$ cat src/rtl/memtest_pkg.sv
package memtest_pkg;

  typedef enum logic [1:0] {
    PH_STUCK = 2'd0,
    PH_WALK1 = 2'd1,
    PH_ADDR  = 2'd2,
    PH_RAND  = 2'd3
  } phase_t;

  typedef enum logic [2:0] {
    ST_IDLE   = 3'd0,
    ST_FILL   = 3'd1,
    ST_MARK   = 3'd2,
    ST_VERIFY = 3'd3,
    ST_HOLD   = 3'd4,
    ST_CLEAR  = 3'd5
  } state_t;

  // Fibonacci LFSR for x^8+x^6+x^5+x^4+1
  function automatic logic [7:0] lfsr_next(input logic [7:0] s);
    return {s[6:0], s[7] ^ s[5] ^ s[4] ^ s[3]};
  endfunction

  function automatic logic [7:0] seed_fix(input logic [7:0] s);
    return (s == 8'h00) ? 8'h01 : s;
  endfunction

  // background byte for a phase and its sub-step
  function automatic logic [7:0] bg_byte(input phase_t ph, input logic [2:0] sub);
    case (ph)
      PH_STUCK: return sub[0] ? 8'h00 : 8'hFF;
      PH_WALK1: return 8'h01 << sub;
      PH_ADDR:  return sub[0] ? 8'hAA : 8'h55;
      default:  return 8'h00;
    endcase
  endfunction

  function automatic logic [7:0] marker_byte(input logic [2:0] sub);
    return sub[0] ? 8'h55 : 8'hAA;
  endfunction

endpackage

$ cat src/rtl/mt_sweep.sv
module mt_sweep #(
  parameter int AW = 8
) (
  input  logic          clk,
  input  logic          rst_n,
  input  logic          load,
  input  logic          adv,
  input  logic [AW-1:0] first_addr,
  input  logic [AW-1:0] last_addr,
  output logic [AW-1:0] addr,
  output logic          at_last
);
  assign at_last = (addr == last_addr);

  always_ff @(posedge clk or negedge rst_n) begin
    if (!rst_n)    addr <= '0;
    else if (load) addr <= first_addr;
    else if (adv)  addr <= addr + AW'(1);
  end
endmodule

$ cat src/rtl/mt_lfsr.sv
module mt_lfsr
  import memtest_pkg::*;
(
  input  logic       clk,
  input  logic       rst_n,
  input  logic       load,
  input  logic [7:0] load_val,
  input  logic       step,
  output logic [7:0] state
);
  always_ff @(posedge clk or negedge rst_n) begin
    if (!rst_n)    state <= 8'h01;
    else if (load) state <= load_val;
    else if (step) state <= lfsr_next(state);
  end
endmodule

$ cat src/rtl/mt_ctrl.sv
module mt_ctrl
  import memtest_pkg::*;
#(
  parameter int         AW     = 8,
  parameter int         PW     = 16,
  parameter logic [7:0] SEED0  = 8'hA5
) (
  input  logic          clk,
  input  logic          rst_n,
  input  logic          start,
  input  logic          abort,
  input  logic          rand_only,
  input  logic [AW-1:0] start_addr,
  input  logic [AW-1:0] end_addr,
  input  logic [7:0]    rd_data,
  input  logic          err_continue,
  input  logic [AW-1:0] sweep_addr,
  input  logic          sweep_last,
  input  logic [7:0]    lfsr_q,
  output logic          sweep_load,
  output logic          sweep_adv,
  output logic          lfsr_load,
  output logic [7:0]    lfsr_seed,
  output logic          lfsr_step,
  output logic [AW-1:0] mem_addr,
  output logic [7:0]    mem_wdata,
  output logic          mem_we,
  output logic          busy,
  output logic          err_valid,
  output logic [AW-1:0] err_addr,
  output logic [7:0]    err_expected,
  output logic [7:0]    err_actual,
  output logic [PW-1:0] pass_count,
  output logic          pass_done,
  output logic          mismatch
);
  localparam int OW = AW + 1;

  state_t      state;
  phase_t      phase;
  logic [2:0]  sub;
  logic [OW-1:0] offset;
  logic [7:0]  seed;

  logic [OW-1:0] mark_addr, next_off, next_mark;
  logic          walk_done, start_go, adv_ok, verify_end;
  logic [7:0]    bg, mk, exp_val;

  assign start_go  = (state == ST_IDLE) && start && !abort;
  assign bg        = bg_byte(phase, sub);
  assign mk        = marker_byte(sub);
  assign mark_addr = {1'b0, start_addr} + offset;
  assign next_off  = (offset == '0) ? OW'(1) : (offset << 1);
  assign next_mark = {1'b0, start_addr} + next_off;
  assign walk_done = next_mark > {1'b0, end_addr};

  always_comb begin
    if (phase == PH_RAND)
      exp_val = lfsr_q;
    else if (phase == PH_ADDR && {1'b0, sweep_addr} == mark_addr)
      exp_val = mk;
    else
      exp_val = bg;
  end

  assign mismatch   = (state == ST_VERIFY) && (rd_data != exp_val);
  assign adv_ok     = ((state == ST_VERIFY) && !mismatch) ||
                      ((state == ST_HOLD) && err_continue);
  assign verify_end = adv_ok && sweep_last && !abort;
  assign pass_done  = verify_end && (phase == PH_RAND);

  // RAM port
  assign mem_addr  = (state == ST_MARK || state == ST_CLEAR) ? mark_addr[AW-1:0]
                                                              : sweep_addr;
  always_comb begin
    case (state)
      ST_MARK:  mem_wdata = mk;
      ST_CLEAR: mem_wdata = bg;
      default:  mem_wdata = (phase == PH_RAND) ? lfsr_q : bg;
    endcase
  end
  assign mem_we = (state == ST_FILL) || (state == ST_MARK) || (state == ST_CLEAR);
  assign busy   = (state != ST_IDLE);

  // sweep and pattern generator control
  assign sweep_adv  = ((state == ST_FILL) || adv_ok) && !sweep_last;
  assign sweep_load = start_go || (((state == ST_FILL) || adv_ok) && sweep_last);
  assign lfsr_step  = (phase == PH_RAND) && ((state == ST_FILL) || adv_ok);

  always_comb begin
    lfsr_load = 1'b0;
    lfsr_seed = seed;
    if (start_go) begin
      lfsr_load = 1'b1;
      lfsr_seed = SEED0;
    end else if (phase == PH_RAND && state == ST_FILL && sweep_last) begin
      lfsr_load = 1'b1;
    end else if (pass_done) begin
      lfsr_load = 1'b1;
      lfsr_seed = seed_fix(lfsr_next(lfsr_q));
    end else if (state == ST_CLEAR && walk_done && sub[0]) begin
      lfsr_load = 1'b1;
    end
  end

  always_ff @(posedge clk or negedge rst_n) begin
    if (!rst_n) begin
      state        <= ST_IDLE;
      phase        <= PH_STUCK;
      sub          <= '0;
      offset       <= '0;
      seed         <= SEED0;
      pass_count   <= '0;
      err_valid    <= 1'b0;
      err_addr     <= '0;
      err_expected <= '0;
      err_actual   <= '0;
    end else begin
      err_valid <= 1'b0;
      if (abort) begin
        state <= ST_IDLE;
      end else begin
        case (state)
          ST_IDLE: if (start) begin
            phase      <= rand_only ? PH_RAND : PH_STUCK;
            sub        <= '0;
            offset     <= '0;
            seed       <= SEED0;
            pass_count <= '0;
            state      <= ST_FILL;
          end
          ST_FILL: if (sweep_last)
            state <= (phase == PH_ADDR) ? ST_MARK : ST_VERIFY;
          ST_MARK: state <= ST_VERIFY;
          ST_VERIFY: if (mismatch) begin
            err_valid    <= 1'b1;
            err_addr     <= sweep_addr;
            err_expected <= exp_val;
            err_actual   <= rd_data;
            state        <= ST_HOLD;
          end
          ST_HOLD: if (err_continue && !sweep_last) state <= ST_VERIFY;
          ST_CLEAR: begin
            if (walk_done) begin
              offset <= '0;
              state  <= ST_FILL;
              if (sub[0]) begin
                phase <= PH_RAND;
                sub   <= '0;
              end else begin
                sub <= 3'd1;
              end
            end else begin
              offset <= next_off;
              state  <= ST_MARK;
            end
          end
          default: state <= ST_IDLE;
        endcase

        if (verify_end) begin
          case (phase)
            PH_STUCK: begin
              state <= ST_FILL;
              if (sub[0]) begin phase <= PH_WALK1; sub <= '0; end
              else sub <= sub + 3'd1;
            end
            PH_WALK1: begin
              state <= ST_FILL;
              if (sub == 3'd7) begin phase <= PH_ADDR; sub <= '0; offset <= '0; end
              else sub <= sub + 3'd1;
            end
            PH_ADDR: state <= ST_CLEAR;
            default: begin
              seed       <= seed_fix(lfsr_next(lfsr_q));
              pass_count <= pass_count + PW'(1);
              state      <= ST_FILL;
            end
          endcase
        end
      end
    end
  end
endmodule

$ cat src/rtl/memtest_engine.sv
module memtest_engine #(
  parameter int         ADDR_W    = 8,
  parameter int         PASS_W    = 16,
  parameter logic [7:0] RAND_SEED = 8'hA5
) (
  input  logic              clk,
  input  logic              rst_n,
  input  logic              start,
  input  logic              abort,
  input  logic              rand_only,
  input  logic [ADDR_W-1:0] start_addr,
  input  logic [ADDR_W-1:0] end_addr,
  input  logic [7:0]        rd_data,
  input  logic              err_continue,
  output logic [ADDR_W-1:0] mem_addr,
  output logic [7:0]        mem_wdata,
  output logic              mem_we,
  output logic              busy,
  output logic              err_valid,
  output logic [ADDR_W-1:0] err_addr,
  output logic [7:0]        err_expected,
  output logic [7:0]        err_actual,
  output logic [PASS_W-1:0] pass_count
);
  logic [ADDR_W-1:0] sweep_addr;
  logic              sweep_last, sweep_load, sweep_adv;
  logic              lfsr_load, lfsr_step;
  logic [7:0]        lfsr_seed, lfsr_q;
  logic              pass_done, mismatch;

  mt_sweep #(.AW(ADDR_W)) u_sweep (
    .clk(clk), .rst_n(rst_n), .load(sweep_load), .adv(sweep_adv),
    .first_addr(start_addr), .last_addr(end_addr),
    .addr(sweep_addr), .at_last(sweep_last)
  );

  mt_lfsr u_lfsr (
    .clk(clk), .rst_n(rst_n), .load(lfsr_load), .load_val(lfsr_seed),
    .step(lfsr_step), .state(lfsr_q)
  );

  mt_ctrl #(.AW(ADDR_W), .PW(PASS_W), .SEED0(RAND_SEED)) u_ctrl (
    .clk(clk), .rst_n(rst_n), .start(start), .abort(abort),
    .rand_only(rand_only), .start_addr(start_addr), .end_addr(end_addr),
    .rd_data(rd_data), .err_continue(err_continue),
    .sweep_addr(sweep_addr), .sweep_last(sweep_last), .lfsr_q(lfsr_q),
    .sweep_load(sweep_load), .sweep_adv(sweep_adv),
    .lfsr_load(lfsr_load), .lfsr_seed(lfsr_seed), .lfsr_step(lfsr_step),
    .mem_addr(mem_addr), .mem_wdata(mem_wdata), .mem_we(mem_we),
    .busy(busy), .err_valid(err_valid), .err_addr(err_addr),
    .err_expected(err_expected), .err_actual(err_actual),
    .pass_count(pass_count), .pass_done(pass_done), .mismatch(mismatch)
  );
endmodule

$ cat config.mk
export PLATFORM = sky130hd
export DESIGN_NAME = memtest_engine
export DESIGN_NICKNAME = d
export VERILOG_FILES = /design/src/rtl/memtest_pkg.sv /design/src/rtl/mt_sweep.sv /design/src/rtl/mt_lfsr.sv /design/src/rtl/mt_ctrl.sv /design/src/rtl/memtest_engine.sv
export SDC_FILE = /design/constraint.sdc
export NUM_CORES = 1
export LEC_CHECK = 0
export BUFFER_PORTS_ARGS = -buffer_cell sky130_fd_sc_hd__buf_2
export CELL_PAD_IN_SITES_DETAIL_PLACEMENT = 1
export CELL_PAD_IN_SITES_GLOBAL_PLACEMENT = 2
export CORE_UTILIZATION = 38
export CTS_BUF_LIST = sky130_fd_sc_hd__clkbuf_4 sky130_fd_sc_hd__clkbuf_8
export DETAILED_ROUTE_END_ITERATION = 8
export MAX_ROUTING_LAYER = met4
export PLACE_DENSITY_LB_ADDON = 0.12
export SETUP_SLACK_MARGIN = 0.4
export SLEW_MARGIN = 15
export SYNTH_ARGS = -nofsm -noshare
export SYNTH_HDL_FRONTEND = slang
export SYNTH_SLANG_ARGS = --single-unit
export TNS_END_PERCENT = 10
$ cat constraint.sdc
create_clock -name clk -period 9.2 [get_ports clk]
set_input_delay 0.46 -clock clk [delete_from_list [all_inputs] [get_ports clk]]
set_output_delay 0.46 -clock clk [all_outputs]
set_load 0.02 [all_outputs]
==> impl_results.md <==
- Compound-Gate Fraction of Synth Area: 0.211
- Routability congestion estimate: ~0.92
- Iteration-0 DRC Markers: ~370
- Register area: 2060 sq um
- Top FF cell, synth: dfrtp_1
- Setup_tns: 0 ps
- # port buffers: 88
- Filler instances: between 1.5k and 2k
- Synth Area in Adders: 0.0705
- FF-to-FF Start: u_ctrl.offset[0]
- Drt drc: 0
- Post-Synth Simple-Gate Area: 0.197
- Crit path launch: u_ctrl.offset[0]
- GRT overflow: 0
- Post-Synthesis Cells: between 700 and 800
- RSZ-0062 raised after global routing: no
- ANT nets after route: 0
- Hold Crit Start: start_addr[0]
- Fin crit period: 5240 ps
- Mean post-synth cell area: ~8.6 sq um
- Worst Hold Depth: 3
- Final setup fails: 0
- HPWL after DPL: 14.8 mm
- Xor/xnor cell area share of the yosys netlist: 0.0713
- Ys async rst share: 1.00
- CTS Sinks: between 80 and 90
- Worst-case vdd ir drop: 0.0935 mV
- Main combinational cell family by area after synthesis: compound AO/OA/AOI/OAI gates
- Post-CTS Resized: 0
- Cell area after synthesis: 6280 sq um
- TritonRoute pass-1 iters: 4
- Post-synth EDFFs: 0
- Crit Path Class: flop to flop
- Max-slew headroom: 0.468
- Final wirelength: between 15 and 20 mm
- I/O pin count: 89
- Largest net degree at the start of global routing: 54
- Clock latency on the worst-skew pair: between 300 and 400 ps
- Reg2Reg Depth: 13
- Initial antenna violation count: 0
- Vias in the first global route: 5,781
- Max-Cap Viols: 0
- Synth Warn #: 0
- DIE HEIGHT: around 130 microns
- Drt wl/cell: 19.9 microns
- Most frequent cells in the layout: nand2_1, buf_2, dfrtp_1
- #FFs+latches synth: just over 80
- Netlist cell types: 78
- Worst-margin pin slew: between 700 and 800 ps
- Fin crit share: 0.570
- Clock slew at reported path FFs: about 110 ps
- PnR Total Power: 1.84 mW
- Area growth from synthesis to layout: 11.5%
- Die X: approximately 130 microns
- Share of layout cells above drive strength 1: 0.199
- Power density over the cells: 263 nW/um^2
- Total CTS buffers: 9
- Post-CTS Setup Inserts: 0
- # diodes: 0
- Critical Path Start Type: flop
- Status: complete, no violations
- # rows: 46
- Critical Path Sink Type: flop
- Vias per inst: between 5 and 6
- First-pass GRT wire length: ~32 mm
- Clock tree buffer depth: 2
- Fin. Hold Viols: 0
- Clock skew: around 19 ps
- NumNets Final: 845
- Fmax: between 0.15 and 0.2 GHz
- Core ar.: approximately 16,000 sq um
- Hold WC Path Type: input pin to flop
- Most common cell after layout, fill and taps aside: nand2_1
- Leak: about 3.2 nW
- Multi-input gate area: roughly 3900 sq um
- Root buf cell: clkbuf_8
- Net Count, Synth: 794
- CTS tree: done
- Worst path arrival time: 5570 ps
- CTS Hold Buffers Added: 1
- Vias after detailed routing: roughly 5.7k
- Sequential share of the synthesized area: 0.328
- GRT Util Overall: 0.253
- Crit path required time: 9520 ps
- Multiplexer area fraction after synthesis: 0.0715
- Slew Limit Fails: 0
- Initial Util: 0.393
- Worst Path Max Fanout: 17
- Die area: around 17,000 sq um
- Htree depth: 3
## worst max-delay path, cell delays in order (launching register included)
cell and delay [ps]:
dfrtp_1 470, ha_1 260, fa_1 440, a21oi_1 250, o22ai_2 180, a2111oi_0 560
a311oi_1 100, nand4_1 430, mux2i_1 330, xnor2_1 180, or4_1 720, a211oi_4 760
o32ai_1 200, mux2_2 300
## synthesized netlist by cell type, types with 7 or more instances
library cell | number | area (sq um)
nand2_1 | 95 | 357
dfrtp_1 | 77 | 1930
nor2_1 | 46 | 173
a21oi_1 | 45 | 225
o21ai_0 | 43 | 215
clkbuf_1 | 37 | 139
nand3_1 | 30 | 150
ha_1 | 29 | 363
inv_1 | 25 | 93.8
xor2_1 | 24 | 210
mux2_2 | 23 | 259
xnor2_1 | 20 | 175
mux2i_1 | 19 | 190
a31oi_1 | 18 | 113
a22o_1 | 13 | 114
buf_2 | 12 | 60.1
nor3_1 | 12 | 60.1
or3_1 | 11 | 68.8
nor2b_1 | 10 | 62.6
a211oi_1 | 8 | 60.1
and3_1 | 8 | 50.1
nor4_1 | 8 | 50.1
o211ai_1 | 8 | 60.1
o31ai_1 | 8 | 60.1
nand4_1 | 7 | 43.8
## per-stage QoR
| step | area [sq um] | cells | hold WS, ps | setup WS [ps] | util |
|---|---|---|---|---|---|
| global placement | 6790 | 988 | 411 | 4100 | 0.425 |
| CTS | 7000 | 1005 | 346 | 4010 | 0.438 |
| floorplan | 6280 | 733 | 164 | 4680 | - |
| global route | 7010 | 1005 | 373 | 3650 | 0.438 |
| finish | 7010 | 1005 | 353 | 3960 | 0.438 |
| detailed placement | 6790 | 988 | 413 | 3870 | 0.425 |
## area by class of cell
class	count	share of cell area
Timing Repair Buffer	92	0.0679
Multi-Input combinational cell	574	0.558
Sequential cell	82	0.294
Clock buffer	9	0.0177
Tap cell	216	0.0386
Inverter	25	0.0134
Clock inverter	7	0.0109
## sequential cells by signal, indices dropped and copies added (netlist names), 2 cells and up
signal,cells
u_ctrl.sub,3
u_lfsr.state,8
u_sweep.addr,8
u_ctrl.err_addr,8
u_ctrl.state,3
u_ctrl.err_expected,8
u_ctrl.err_actual,8
u_ctrl.offset,9
u_ctrl.phase,2
u_ctrl.seed,8
u_ctrl.pass_count,16
## cells by family (layout without fill, tap and decap cells)
| family | count (synthesis) | count (layout) |
|---|---|---|
| XOR/XNOR | 47 | 47 |
| multiplexers | 42 | 42 |
| flip-flops | 82 | 82 |
| adder cells (fa/ha/maj) | 35 | 35 |
| AND/OR/NAND/NOR | 256 | 256 |
| AO/OA/AOI/OAI | 194 | 194 |
| buffers and inverters | 77 | 133 |
## where the power goes
part	switching [mW]	total (mW)	internal, mW
clock	0.156	0.284	0.128
sequential	0.177	0.635	0.458
combinational	0.565	0.925	0.359
total	0.898	1.84	0.945
## final timing paths
kind	endpoint	slack [ps]
max reg2reg	u_lfsr.state[0]	3960
max in group asynchronous	u_ctrl.pass_count[8]	7570
max	u_lfsr.state[0]	3960
min	u_sweep.addr[0]	350
min in group asynchronous	u_ctrl.err_addr[5]	540
min reg2reg	u_ctrl.err_expected[1]	480
## routing by layer
| metal | track usage | vias up | wire length (microns) |
|---|---|---|---|
| met3 | 0.0289 | 18 | 714 |
| met5 | - | - | 0 |
| li1 | - | 2758 | - |
| met1 | 0.342 | 2826 | 9610 |
| met4 | 0.0717 | 0 | 252 |
| met2 | 0.401 | 108 | 9410 |
Note: power is estimated with default switching activity, not from simulation.
